===== config.mk =====
export PLATFORM = sky130hd
export DESIGN_NAME = lcall_tgt_dec
export DESIGN_NICKNAME = d
export VERILOG_FILES = /design/src/rtl/lcall_pkg.sv /design/src/rtl/lcall_field_split.sv /design/src/rtl/lcall_addr_calc.sv /design/src/rtl/lcall_tgt_dec.sv
export SDC_FILE = /design/constraint.sdc
export NUM_CORES = 1
export LEC_CHECK = 0
export BUFFER_PORTS_ARGS = -buffer_cell sky130_fd_sc_hd__buf_2
export CAP_MARGIN = 25
export CORE_UTILIZATION = 55
export CTS_CLUSTER_DIAMETER = 150
export DETAILED_ROUTE_END_ITERATION = 12
export GPL_TIMING_DRIVEN = 0
export PLACE_DENSITY_LB_ADDON = 0.25
export SYNTH_ARGS = -nofsm -noshare
export SYNTH_HDL_FRONTEND = slang
export SYNTH_SLANG_ARGS = --single-unit

===== constraint.sdc =====
create_clock -name clk_i -period 4.2 [get_ports clk_i]
set_clock_uncertainty 0.2 [all_clocks]
set_input_delay 0.42 -clock clk_i [delete_from_list [all_inputs] [get_ports clk_i]]
set_output_delay 0.42 -clock clk_i [all_outputs]
set_load 0.05 [all_outputs]

===== src/rtl/lcall_pkg.sv =====
package lcall_pkg;
  localparam int unsigned OFF_W = 25;
  localparam logic [4:0] HI_TAG = 5'b11110;
  localparam logic [1:0] LO_TAG = 2'b11;

  typedef enum logic [1:0] {
    KIND_NONE   = 2'd0,
    KIND_KEEP   = 2'd1,
    KIND_SWITCH = 2'd2,
    KIND_UNDEF  = 2'd3
  } call_kind_e;
endpackage


===== src/rtl/lcall_field_split.sv =====
module lcall_field_split
  import lcall_pkg::*;
(
  input  logic [15:0]      hw_hi_i,
  input  logic [15:0]      hw_lo_i,
  output call_kind_e       kind_o,
  output logic [OFF_W-1:0] offset_o
);
  logic sgn, i1, i2, is_call;

  assign sgn     = hw_hi_i[10];
  assign i1      = ~(hw_lo_i[13] ^ sgn);
  assign i2      = ~(hw_lo_i[11] ^ sgn);
  assign is_call = (hw_hi_i[15:11] == HI_TAG) && (hw_lo_i[15:14] == LO_TAG);

  always_comb begin
    if (!is_call)          kind_o = KIND_NONE;
    else if (hw_lo_i[12])  kind_o = KIND_KEEP;
    else if (hw_lo_i[0])   kind_o = KIND_UNDEF;
    else                   kind_o = KIND_SWITCH;
  end

  always_comb begin
    unique case (kind_o)
      KIND_KEEP:   offset_o = {sgn, i1, i2, hw_hi_i[9:0], hw_lo_i[10:0], 1'b0};
      KIND_SWITCH: offset_o = {sgn, i1, i2, hw_hi_i[9:0], hw_lo_i[10:1], 2'b00};
      default:     offset_o = '0;
    endcase
  end
endmodule


===== src/rtl/lcall_addr_calc.sv =====
module lcall_addr_calc
  import lcall_pkg::*;
#(
  parameter int unsigned ADDR_W = 32
) (
  input  logic [ADDR_W-1:0] addr_i,
  input  call_kind_e        kind_i,
  input  logic [OFF_W-1:0]  offset_i,
  output logic [ADDR_W-1:0] target_o,
  output logic [ADDR_W-1:0] link_o
);
  localparam int unsigned EXT_W = ADDR_W - OFF_W;

  logic [ADDR_W-1:0] pc, base, disp;

  assign pc   = addr_i + ADDR_W'(4);
  assign disp = {{EXT_W{offset_i[OFF_W-1]}}, offset_i};
  // switch form adds to the word-aligned pc
  assign base = (kind_i == KIND_SWITCH) ? {pc[ADDR_W-1:2], 2'b00} : pc;

  always_comb begin
    if (kind_i == KIND_KEEP || kind_i == KIND_SWITCH) begin
      target_o = base + disp;
      link_o   = {pc[ADDR_W-1:1], 1'b1};
    end else begin
      target_o = '0;
      link_o   = '0;
    end
  end
endmodule


===== src/rtl/lcall_tgt_dec.sv =====
module lcall_tgt_dec
  import lcall_pkg::*;
#(
  parameter int unsigned ADDR_W = 32
) (
  input  logic              clk_i,
  input  logic              rst_ni,
  input  logic              in_valid_i,
  output logic              in_ready_o,
  input  logic [15:0]       hw_hi_i,
  input  logic [15:0]       hw_lo_i,
  input  logic [ADDR_W-1:0] addr_i,
  output logic              out_valid_o,
  input  logic              out_ready_i,
  output logic [ADDR_W-1:0] target_o,
  output logic [ADDR_W-1:0] link_o,
  output logic              switch_o,
  output logic              not_branch_o,
  output logic              undef_o
);
  call_kind_e        kind;
  logic [OFF_W-1:0]  offset;
  logic [ADDR_W-1:0] tgt_d, lnk_d;
  logic              accept;

  lcall_field_split u_split (
    .hw_hi_i  (hw_hi_i),
    .hw_lo_i  (hw_lo_i),
    .kind_o   (kind),
    .offset_o (offset)
  );

  lcall_addr_calc #(.ADDR_W(ADDR_W)) u_calc (
    .addr_i   (addr_i),
    .kind_i   (kind),
    .offset_i (offset),
    .target_o (tgt_d),
    .link_o   (lnk_d)
  );

  assign in_ready_o = ~out_valid_o | out_ready_i;
  assign accept     = in_valid_i & in_ready_o;

  always_ff @(posedge clk_i or negedge rst_ni) begin
    if (!rst_ni) begin
      out_valid_o  <= 1'b0;
      target_o     <= '0;
      link_o       <= '0;
      switch_o     <= 1'b0;
      not_branch_o <= 1'b0;
      undef_o      <= 1'b0;
    end else if (accept) begin
      out_valid_o  <= 1'b1;
      target_o     <= tgt_d;
      link_o       <= lnk_d;
      switch_o     <= (kind == KIND_SWITCH);
      not_branch_o <= (kind == KIND_NONE);
      undef_o      <= (kind == KIND_UNDEF);
    end else if (out_ready_i) begin
      out_valid_o  <= 1'b0;
    end
  end


  accept_shows_chk: assert property (@(posedge clk_i) disable iff (!rst_ni)
    in_valid_i && in_ready_o |=> out_valid_o);


  hold_stable_chk: assert property (@(posedge clk_i) disable iff (!rst_ni)
    out_valid_o && !out_ready_i |=> out_valid_o && $stable(target_o) && $stable(link_o)
      && $stable(switch_o) && $stable(not_branch_o) && $stable(undef_o));


  not_branch_quiet_chk: assert property (@(posedge clk_i) disable iff (!rst_ni)
    out_valid_o && not_branch_o |-> target_o == '0 && link_o == '0 && !switch_o && !undef_o);


  switch_align_chk: assert property (@(posedge clk_i) disable iff (!rst_ni)
    out_valid_o && switch_o |-> target_o[1:0] == 2'b00 && !undef_o);


  link_mode_bit_chk: assert property (@(posedge clk_i) disable iff (!rst_ni)
    out_valid_o && !not_branch_o && !undef_o |-> link_o[0]);


  undef_quiet_chk: assert property (@(posedge clk_i) disable iff (!rst_ni)
    out_valid_o && undef_o |-> target_o == '0 && link_o == '0 && !switch_o && !not_branch_o);
endmodule


==> results of run 1 <==
==> sequential cells by signal (all words and copies together), names as in the netlist <==
name / flops
link_o: 32
not_branch_o: 1
out_valid_o: 1
switch_o: 1
target_o: 32
undef_o: 1
==> report_power, final <==
part	leakage (nW)	switching (mW)	internal, mW
combinational	2.05	0.151	0.0724
sequential	0.941	0.00254	0.659
clock	0.0983	0.274	0.289
total	3.09	0.427	1.02
==> logic make-up (layout without fill, tap and decap cells) <==
| kind of cell | Yosys count | after routing |
|---|---|---|
| AOI/OAI and AO/OA | 166 | 166 |
| xor gates and xnor gates | 46 | 46 |
| adders and majority gates | 36 | 36 |
| buffers and inverters | 45 | 197 |
| DFF | 68 | 68 |
| muxes | 3 | 3 |
| and+or+nand+nor | 208 | 208 |
==> what timing repair did <==
item,4_1_cts,5_1_grt
setup buffers,1,0
resized for setup,6,23
pin swaps,1,1
cloned,0,0
endpoints found under the setup margin,15,16
==> per-stage QoR <==
step | TNS (ns) | setup slack (ns)
3_5_place_dp | -9.55 | -0.820
4_1_cts | 0 | 0.00902
6_report | 0 | 0.177
3_3_place_gp | -7.07 | -0.658
5_1_grt | -0.0173 | -0.00871
2_1_floorplan | 0 | 0.279
==> metal layers <==
layer | share of wire, % | vias up | global-route usage (%)
li1 | - | 2377 | -
met1 | 45 | 2404 | 42.6
met2 | 46 | 203 | 49.8
met3 | 7.0 | 30 | 5.18
met4 | 2.1 | 0 | 10.7
met5 | 0 | - | 0
==> cells in the mapped netlist (2+ instances only) <==
cell type / n
sky130_fd_sc_hd__a211o_1: 2
sky130_fd_sc_hd__a211oi_1: 6
sky130_fd_sc_hd__a21boi_1: 2
sky130_fd_sc_hd__a21o_1: 12
sky130_fd_sc_hd__a21oi_1: 28
sky130_fd_sc_hd__a22o_1: 27
sky130_fd_sc_hd__a31oi_1: 2
sky130_fd_sc_hd__a32o_1: 2
sky130_fd_sc_hd__and2_1: 25
sky130_fd_sc_hd__and3_1: 11
sky130_fd_sc_hd__and4_1: 3
sky130_fd_sc_hd__buf_2: 4
sky130_fd_sc_hd__clkbuf_1: 26
sky130_fd_sc_hd__dfrtp_1: 68
sky130_fd_sc_hd__ha_1: 35
sky130_fd_sc_hd__inv_1: 15
sky130_fd_sc_hd__mux2_2: 3
sky130_fd_sc_hd__nand2_1: 64
sky130_fd_sc_hd__nand2b_1: 7
sky130_fd_sc_hd__nand3_1: 26
sky130_fd_sc_hd__nand4_1: 9
sky130_fd_sc_hd__nand4b_1: 2
sky130_fd_sc_hd__nor2_1: 30
sky130_fd_sc_hd__nor2b_1: 6
sky130_fd_sc_hd__nor3_1: 13
sky130_fd_sc_hd__o211ai_1: 3
sky130_fd_sc_hd__o21a_1: 13
sky130_fd_sc_hd__o21ai_0: 29
sky130_fd_sc_hd__o21ai_1: 3
sky130_fd_sc_hd__o21bai_1: 3
sky130_fd_sc_hd__o31a_1: 2
sky130_fd_sc_hd__o31ai_1: 10
sky130_fd_sc_hd__o31ai_2: 2
sky130_fd_sc_hd__o41ai_1: 6
sky130_fd_sc_hd__or2_2: 3
sky130_fd_sc_hd__or4_4: 2
sky130_fd_sc_hd__xnor2_1: 23
sky130_fd_sc_hd__xor2_1: 23
==> worst max-delay path, delay by kind of cell <==
kind	cells	cell delay, ns
AOI/OAI and AO/OA	6	1.16
adders and majority gates	2	0.44
buffers and inverters	4	0.58
and+or+nand+nor	6	1.50
==> layout make-up <==
type                    count  area [um^2]
well taps                 108          135
flip-flops and latches     68         1700
fillers                   747         2610
multi-input cells         459         3250
clock inverters             6         63.8
repair buffers            137          691
inverters                  15         56.3
plain buffers              29          124
clock buffers              10          138
==> how the worst min path moves through the flow <==
stage,startpoint,endpoint,slack [ns],depth (start not counted)
2_1_floorplan,rst_ni,link_o[0]$_DFFE_PN0P_,-0.08,0
3_3_place_gp,target_o[9]$_DFFE_PN0P_,target_o[9]$_DFFE_PN0P_,0.26,2
3_5_place_dp,target_o[3]$_DFFE_PN0P_,target_o[3]$_DFFE_PN0P_,0.26,2
4_1_cts,rst_ni,target_o[2]$_DFFE_PN0P_,0.01,1
5_1_grt,rst_ni,target_o[3]$_DFFE_PN0P_,0.06,1
6_report,rst_ni,target_o[3]$_DFFE_PN0P_,-0.01,1
==> results.md, run 1 <==
- The flow ran to the end, but the final reports show violations.
- The final reports fail on negative hold slack.
- The clock insertion delay at the later pin of the skew report is 0.35 ns.
- The die covers between 9000 and 10,000 um^2.
- Of the total synthesized cell area, the portion taken by XOR and XNOR cells is under 10%.
- The critical path goes through buf_2 -> nand4b_1 -> or3_1 -> inv_1 -> ha_2 -> nor2_2 -> nor2_2 -> buf_4 -> and2_1 -> ha_1 -> buf_2 -> a21o_1 -> a21oi_2 -> o21ai_1 -> or4_4 -> o211ai_1 -> a21oi_1 -> o31ai_2.
- The maximum clock frequency is 0.249 GHz.
- The initial utilization of the core area, before any placement, comes to 57.3%.
- The number of I/O port buffers is 136.
- The launch instance of the worst register-to-register path is out_valid_o$_DFFE_PN0P_.
- The largest net degree at the start of global routing is between 60 and 70.
- The number of antenna diodes in the final layout is 0.
- The number of DRC violations after detailed-routing iteration 0 is 299.
- The synthesized design devotes to its leading area cell type between 30 and 40% of total area.
- Excluding fillers, the count of instances in the completed layout stands at 832.
- The biggest cell delay along the critical path is 0.55 ns.
- The total routed wirelength is about 15 mm.
- Summing the sequential cell areas from Yosys gives 33.9% of the chip area.
- The placer congestion estimate is 0.924.
- The post-synthesis cell type count is 60.
- The instance count of the mapped netlist is 572.
- The cell count after placement is 816.
- The pre-antenna-repair detailed-routing pass consisted of 5 iterations.
- The post-route netlist has 26.7% of its cells at a drive strength greater than 1.
- The worst setup path is captured at a flip-flop.
- In this run, synthesis inferred 0 flip-flops with an integrated enable.
- The number of vias after detailed routing is between 5k and 6k.
- The CTS tree is built.
- The sum of net half-perimeters after detailed placement is 11.4 mm.
- The post-CTS clock slew at the launch and capture registers of the worst setup and hold paths is 0.09 ns.
- In the final design database the tool counted 823 nets.
- The synthesis-to-finish area growth is 22.6%.
- The area fraction in and, or, nand and nor cells after synthesis is between 20% and 30%.
- The startpoint kind of the worst setup timing path is an input port.
- The most used flip-flop cell after synthesis is sky130_fd_sc_hd__dfrtp_1.
- The timing startpoint of the critical path is hw_hi_i[11].
- The final count of hold timing violations was 21.
- The worst endpoint data arrival time is ~4 ns.
- Dividing the final minimum period by the clock period gives 95.8%.
- The clock net in this run drives a total of 68 sinks.
- The mapped netlist covers between 5000 and 6000 um^2.
- The share of synthesized registers carrying an async set or reset is 100%.
- The design draws between 1 and 1.5 mW.
- Once placement finished, the instance area stood at 5840 um^2.
- Summing the areas of all fa, ha and maj instances in the mapped netlist gives roughly 9.1% of the synthesized area.
- The worst path needs 4.02 ns of the cycle, external delays included.
- The number of remaining DRC errors is 0.
- The worst hold slack after final layout is -0.0147 ns.
- The cell count of the worst reg-to-reg path is 7.
- In this run, synthesis produced a sequential element count of 68.
- Measured along the y axis, the die boundary spans 97.5 um.
- The library cell used as clock root buffer is sky130_fd_sc_hd__clkbuf_8.
- Buffers inserted to repair hold after CTS numbered 0.
- After synthesis, the cell types taking the most area are sky130_fd_sc_hd__dfrtp_1 34%, sky130_fd_sc_hd__ha_1 8.7%, sky130_fd_sc_hd__nand2_1 4.8%.
- The endpoint required time on the critical path is 4.26 ns.
- The endpoint of the worst-slack reg-to-reg timing path is target_o[10]$_DFFE_PN0P_.
- The post-detailed-route count of antenna-violating nets is 0.
- Summed over all instances, the cell type with the most area after synthesis is sky130_fd_sc_hd__dfrtp_1.
- The number of top-level pins is roughly 140.
- The Yosys step of the flow raised 0 warnings.
- The global-route wire length before repair is roughly 24 mm.
- The number of nets in the synthesized netlist is 676.
- The synthesized-area fraction occupied by ao, oa, aoi and oai cells is 23.8%.
- The number of antenna violations at the first check in global routing was 0.
- Each instance of the synthesized netlist takes up on average about 8.8 um^2.
- In this run the worst path has a maximum fanout of 10.
- The global route total overflow is 0.
- The mean routed wirelength per cell is 17.6 um.
- The final instance area is a little over 6000 um^2.
- The power density over the cells is 235 nW/um^2.
- The highest ir drop seen on vdd is 215 uV.
- For the pin with the worst max-slew slack, the measured transition is 0.860 ns.
- The die width is 97.5 um.
- The number of max-slew violations in the final report is 0.
- The final number of setup-violating endpoints is 0.
- Of the post-synthesis cell area, the part taken by muxes is 0.673%.
- The buffer depth of the longest clock path is 2.
- The number of H-tree levels is 3.
- In the layout the commonest cells are 139 x sky130_fd_sc_hd__buf_2, 68 x sky130_fd_sc_hd__dfrtp_1, 64 x sky130_fd_sc_hd__nand2_1, 34 x sky130_fd_sc_hd__ha_1.
- The number of core rows is 34.
- At the end of the flow the core is filled with cells to a little over two thirds.
- The register-to-register path setup slack is 1.62 ns.
- Summed over all cells, the static leakage comes to 3.09 nW.
- The via count of the first global-routing pass is around 4.8k.
- The worst setup path category is in -> reg.
- Setup repair after global routing could not meet its margin everywhere.
- The worst max-slew margin expressed relative to the limit is 42.7%.
- The most common cell after layout, fill and taps aside is sky130_fd_sc_hd__buf_2.
- The clock buffer count from CTS is 9.
- Dividing the detail-routed via count by the number of cells gives between 6 and 7.
- The worst min-delay path class is in -> async.
- By area, the combinational part of the netlist is dominated by compound AO/OA/AOI/OAI gates.
- The number of max-cap violations is 0.
- The cell with the biggest individual delay on the critical path is sky130_fd_sc_hd__or4_4.
- Global routing consumed, over all layers together, 31.1% of the routing resources.
- In this run the standard cell core region covers about 9000 um^2.
- The capture point of the worst path is target_o[31]$_DFFE_PN0P_.
No activity file was read; power rests on OpenSTA's default activity.
==> inputs of run 2 (changes only) <==
--- a/config.mk
+++ b/config.mk
@@ -7,7 +7,7 @@
 export LEC_CHECK = 0
 export BUFFER_PORTS_ARGS = -buffer_cell sky130_fd_sc_hd__buf_2
 export CAP_MARGIN = 25
-export CORE_UTILIZATION = 55
+export CORE_UTILIZATION = 44
 export CTS_CLUSTER_DIAMETER = 150
 export DETAILED_ROUTE_END_ITERATION = 12
 export GPL_TIMING_DRIVEN = 0
==> results.md, run 2 (synthesized netlist as in run 1, its figures left out) <==
- The CTS tree is built.
- The largest net degree at the start of global routing is 69 (unchanged).
- The critical path goes through buf_2 -> nand4b_1 -> or3_4 -> inv_1 -> ha_4 -> nor2_4 -> nor2_2 -> buf_6 -> nand2_1 -> fa_1 -> nor2b_2 -> o31a_1 -> o211ai_1 -> a211oi_4 -> o211ai_2 -> a21o_1 -> a32o_1.
- The number of I/O port buffers came to 136 (unchanged).
- The power density over the cells was 279 nW/um^2 (+19%).
- The internal power is 1.32 mW (+29%).
- The family of cells with the greatest summed delay on the critical path is compound AO/OA/AOI/OAI gates.
- The pin slew with the least headroom to its limit is 0.888 ns (+0.0276 ns).
- The share of the clock period used by the worst path after layout is 95.8% (about the same).
- The number of H-tree levels is 3 (unchanged).
- STA classifies the critical path endpoint as a flip-flop.
- The top cell types in the final layout, fill and taps aside, are 139 x sky130_fd_sc_hd__buf_2, 68 x sky130_fd_sc_hd__dfrtp_1, 64 x sky130_fd_sc_hd__nand2_1, 34 x sky130_fd_sc_hd__ha_1, 29 x sky130_fd_sc_hd__o21ai_0.
- The cell count after placement is 848 (+3.9%).
- The library cell used as clock root buffer is sky130_fd_sc_hd__clkbuf_16.
- The number of remaining DRC errors is 0 (unchanged).
- The die height is 109 um (+12%).
- The share of post-route cells with drive strength above 1 was 26.7% (unchanged).
- The number of hold buffers added after cts is 0 (unchanged).
- The total routed wirelength is 15.0 mm (+2.8%).
- The highest ir drop seen on vdd is 160 uV (-26%).
- The clock period minus final worst setup slack is 4.02 ns (+0.00161 ns).
- The number of core rows came to 38 (+12%).
- The global route total overflow was 0 (unchanged).
- The final reports fail on negative hold slack.
- The clock buffer count from CTS is 9 (unchanged).
- The post-CTS clock slew at the launch and capture registers of the worst setup and hold paths is 0.06 ns (-0.03 ns).
- The area of the placeable core is 11,000 um^2 (+25%).
- The most common cell after layout, fill and taps aside is sky130_fd_sc_hd__buf_2.
- The endpoint required time on the critical path is 4.22 ns (-0.04 ns).
- The via-per-instance ratio is 5.73 (-4.9%).
- The worst path buffer plus inverter count came to 3 (-1).
- The cell with the biggest individual delay on the critical path is sky130_fd_sc_hd__a211oi_4.
- The worst setup path category is in -> reg.
- The via count of the first global-routing pass is 4,822 (+0.48%).
- The sum of net half-perimeters after detailed placement is 11.5 mm (+0.52%).
- The fraction of power consumed by the clock network was 50.1% (+11 points).
- The number of top-level pins is 137 (unchanged).
- The combinational cell fraction of total power came to 12.5% (-2.9 points).
- From synthesis to final layout, the design area changed by 26.8%.
- The total power was 1.77 mW (+23%).
- The clock insertion delay at the later pin of the skew report is 0.34 ns (about the same).
- The mean routed wirelength per cell is 17.4 um (-0.99%).
- The final number of setup-violating endpoints was 0 (unchanged).
- The sequential cell fraction of total power was 37.3% (-8.4 points).
- The number of detailed-route iterations in the first pass is 5 (unchanged).
- The switching power summed over all nets is 458 uW (+7.3%).
- The starting density of the core came to 45.7% (-12 points).
- The final antenna diode count was 0 (unchanged).
- The global-route wire length before repair is 23.8 mm (+0.94%).
- The largest registers in the layout are link_o: 32 flops, target_o: 32 flops.
- The leakage power figure is 3.18 nW (+3.2%).
- The number of vias after detailed routing is 4,954 (-1.2%).
- The number of DRC violations after detailed-routing iteration 0 was 439 (+47%).
- The run finished, with violations left.
- The number of clock sinks came to 68 (unchanged).
- The number of antenna violations at the first check in global routing is 0 (unchanged).
- The worst max-slew margin expressed relative to the limit is 40.8% (-1.8 points).
- The maximum clock frequency came to 0.248 GHz (about the same).
- The post-detailed-route count of antenna-violating nets is 0 (unchanged).
- The biggest fanout along the worst timing path is 10 (unchanged).
- The layout filler cell count is 1,027 (+37%).
- The flip-flop and latch area is 1700 um^2 (unchanged).
- The buffer depth of the longest clock path was 2 (unchanged).
- The worst hold slack after final layout is -0.000237 ns (+0.0145 ns).
- The non-filler instance count after layout is 864 (+3.8%).
- The total track usage is 26.2% (-4.9 points).
- The final count of hold timing violations is 1 (-95%).
- The worst min-delay path class is in -> async.
- The share of total power consumed by net switching is 25.8% (-3.7 points).
- The layout net count is 823 (unchanged).
- The number of max-cap violations is 0 (unchanged).
- The startpoint kind of the worst setup timing path is an input port.
- The biggest cell delay along the critical path is 0.48 ns (-0.07 ns).
- The number of max-slew violations in the final report is 0 (unchanged).
- The placer congestion estimate was 0.871 (-5.7%).
- The area enclosed by the die boundary came to 11,800 um^2 (+24%).
- The worst endpoint data arrival time came to 4.05 ns (-0.04 ns).
- The multi-input combinational cell area is 3260 um^2 (+0.42%).
- The die width is 109 um (+12%).
## run 2: changes by cell type in the layout (fill, tap and decap cells not counted), sizes merged
| cell | change |
|---|---|
| clkinvlp | -1 |
| clkbuf | -2 |
| buf | +1 |
| clkinv | -1 |
| bufinv | +2 |
| inv | +1 |
## run 2: worst register-to-register path, cell delays in order, from the launching register on
cell and delay, ns:
sky130_fd_sc_hd__dfrtp_1 0.37, sky130_fd_sc_hd__nand2b_1 0.15, sky130_fd_sc_hd__nand2_1 0.11, sky130_fd_sc_hd__clkbuf_1 0.24, sky130_fd_sc_hd__nor2_1 0.56, sky130_fd_sc_hd__clkbuf_1 0.60
sky130_fd_sc_hd__nand4b_1 0.18, sky130_fd_sc_hd__o211ai_1 0.13
## run 2: metrics by stage
stage	instance area (um^2)	setup TNS [ns]	worst slack [ns]	utilization (%)
after floorplan	5020	0	0.279	-
after global placement	5880	-7.25	-0.680	53.5
after detailed placement	5880	-8.60	-0.744	53.5
after CTS	6270	0	0.0106	57.1
after global routing	6370	-0.163	-0.0581	58.0
final	6370	0	0.176	58.0
## run 2: final cells by class
class                      instances  share of cell area [%]
sequential                        68                    26.7
clock buffer                       9                    3.54
inverter                          15                   0.884
multi-input combinational        459                    51.2
clock inverter                     7                    1.95
timing repair buffer             138                    11.0
buffer                            28                    1.99
tap                              140                    2.75
## run 2: path summary, 6_finish.rpt
path / startpoint / end / slack [ns] / cells after the start
worst max-delay path: hw_hi_i[11] / target_o[29]$_DFFE_PN0P_ / 0.18 / 17
worst min-delay path: rst_ni / target_o[2]$_DFFE_PN0P_ / -0.0002 / 1
worst max register to register: out_valid_o$_DFFE_PN0P_ / target_o[10]$_DFFE_PN0P_ / 1.58 / 7
worst min register to register: target_o[24]$_DFFE_PN0P_ / target_o[24]$_DFFE_PN0P_ / 0.27 / 2
max in group asynchronous: rst_ni / target_o[29]$_DFFE_PN0P_ / 3.22 / 1
min in group clk_i: in_valid_i / out_valid_o$_DFFE_PN0P_ / 0.11 / 2
## run 2: power groups by stage
stage	Combinational (mW)	Sequential [mW]	Clock, mW
floorplan	0.103	0.692	0
global placement	0.211	0.674	0
detailed placement	0.215	0.674	0
CTS	0.218	0.663	0.901
global route	0.243	0.663	0.926
finish	0.223	0.663	0.890
## run 2: layer usage
| layer | vias up | part of all wire, % | track usage [%] |
|---|---|---|---|
| met3 | 18 | 6.8 | 3.11 |
| li1 | 2377 | - | - |
| met4 | 0 | 1.7 | 9.36 |
| met2 | 198 | 44 | 40.7 |
| met5 | - | 0 | 0 |
| met1 | 2361 | 47 | 37.5 |
## run 2: timing repair
item,4_1_cts,5_1_grt
setup buffers,0,2
setup endpoints to repair,14,18
gates resized for setup,8,25
pin swaps,1,5
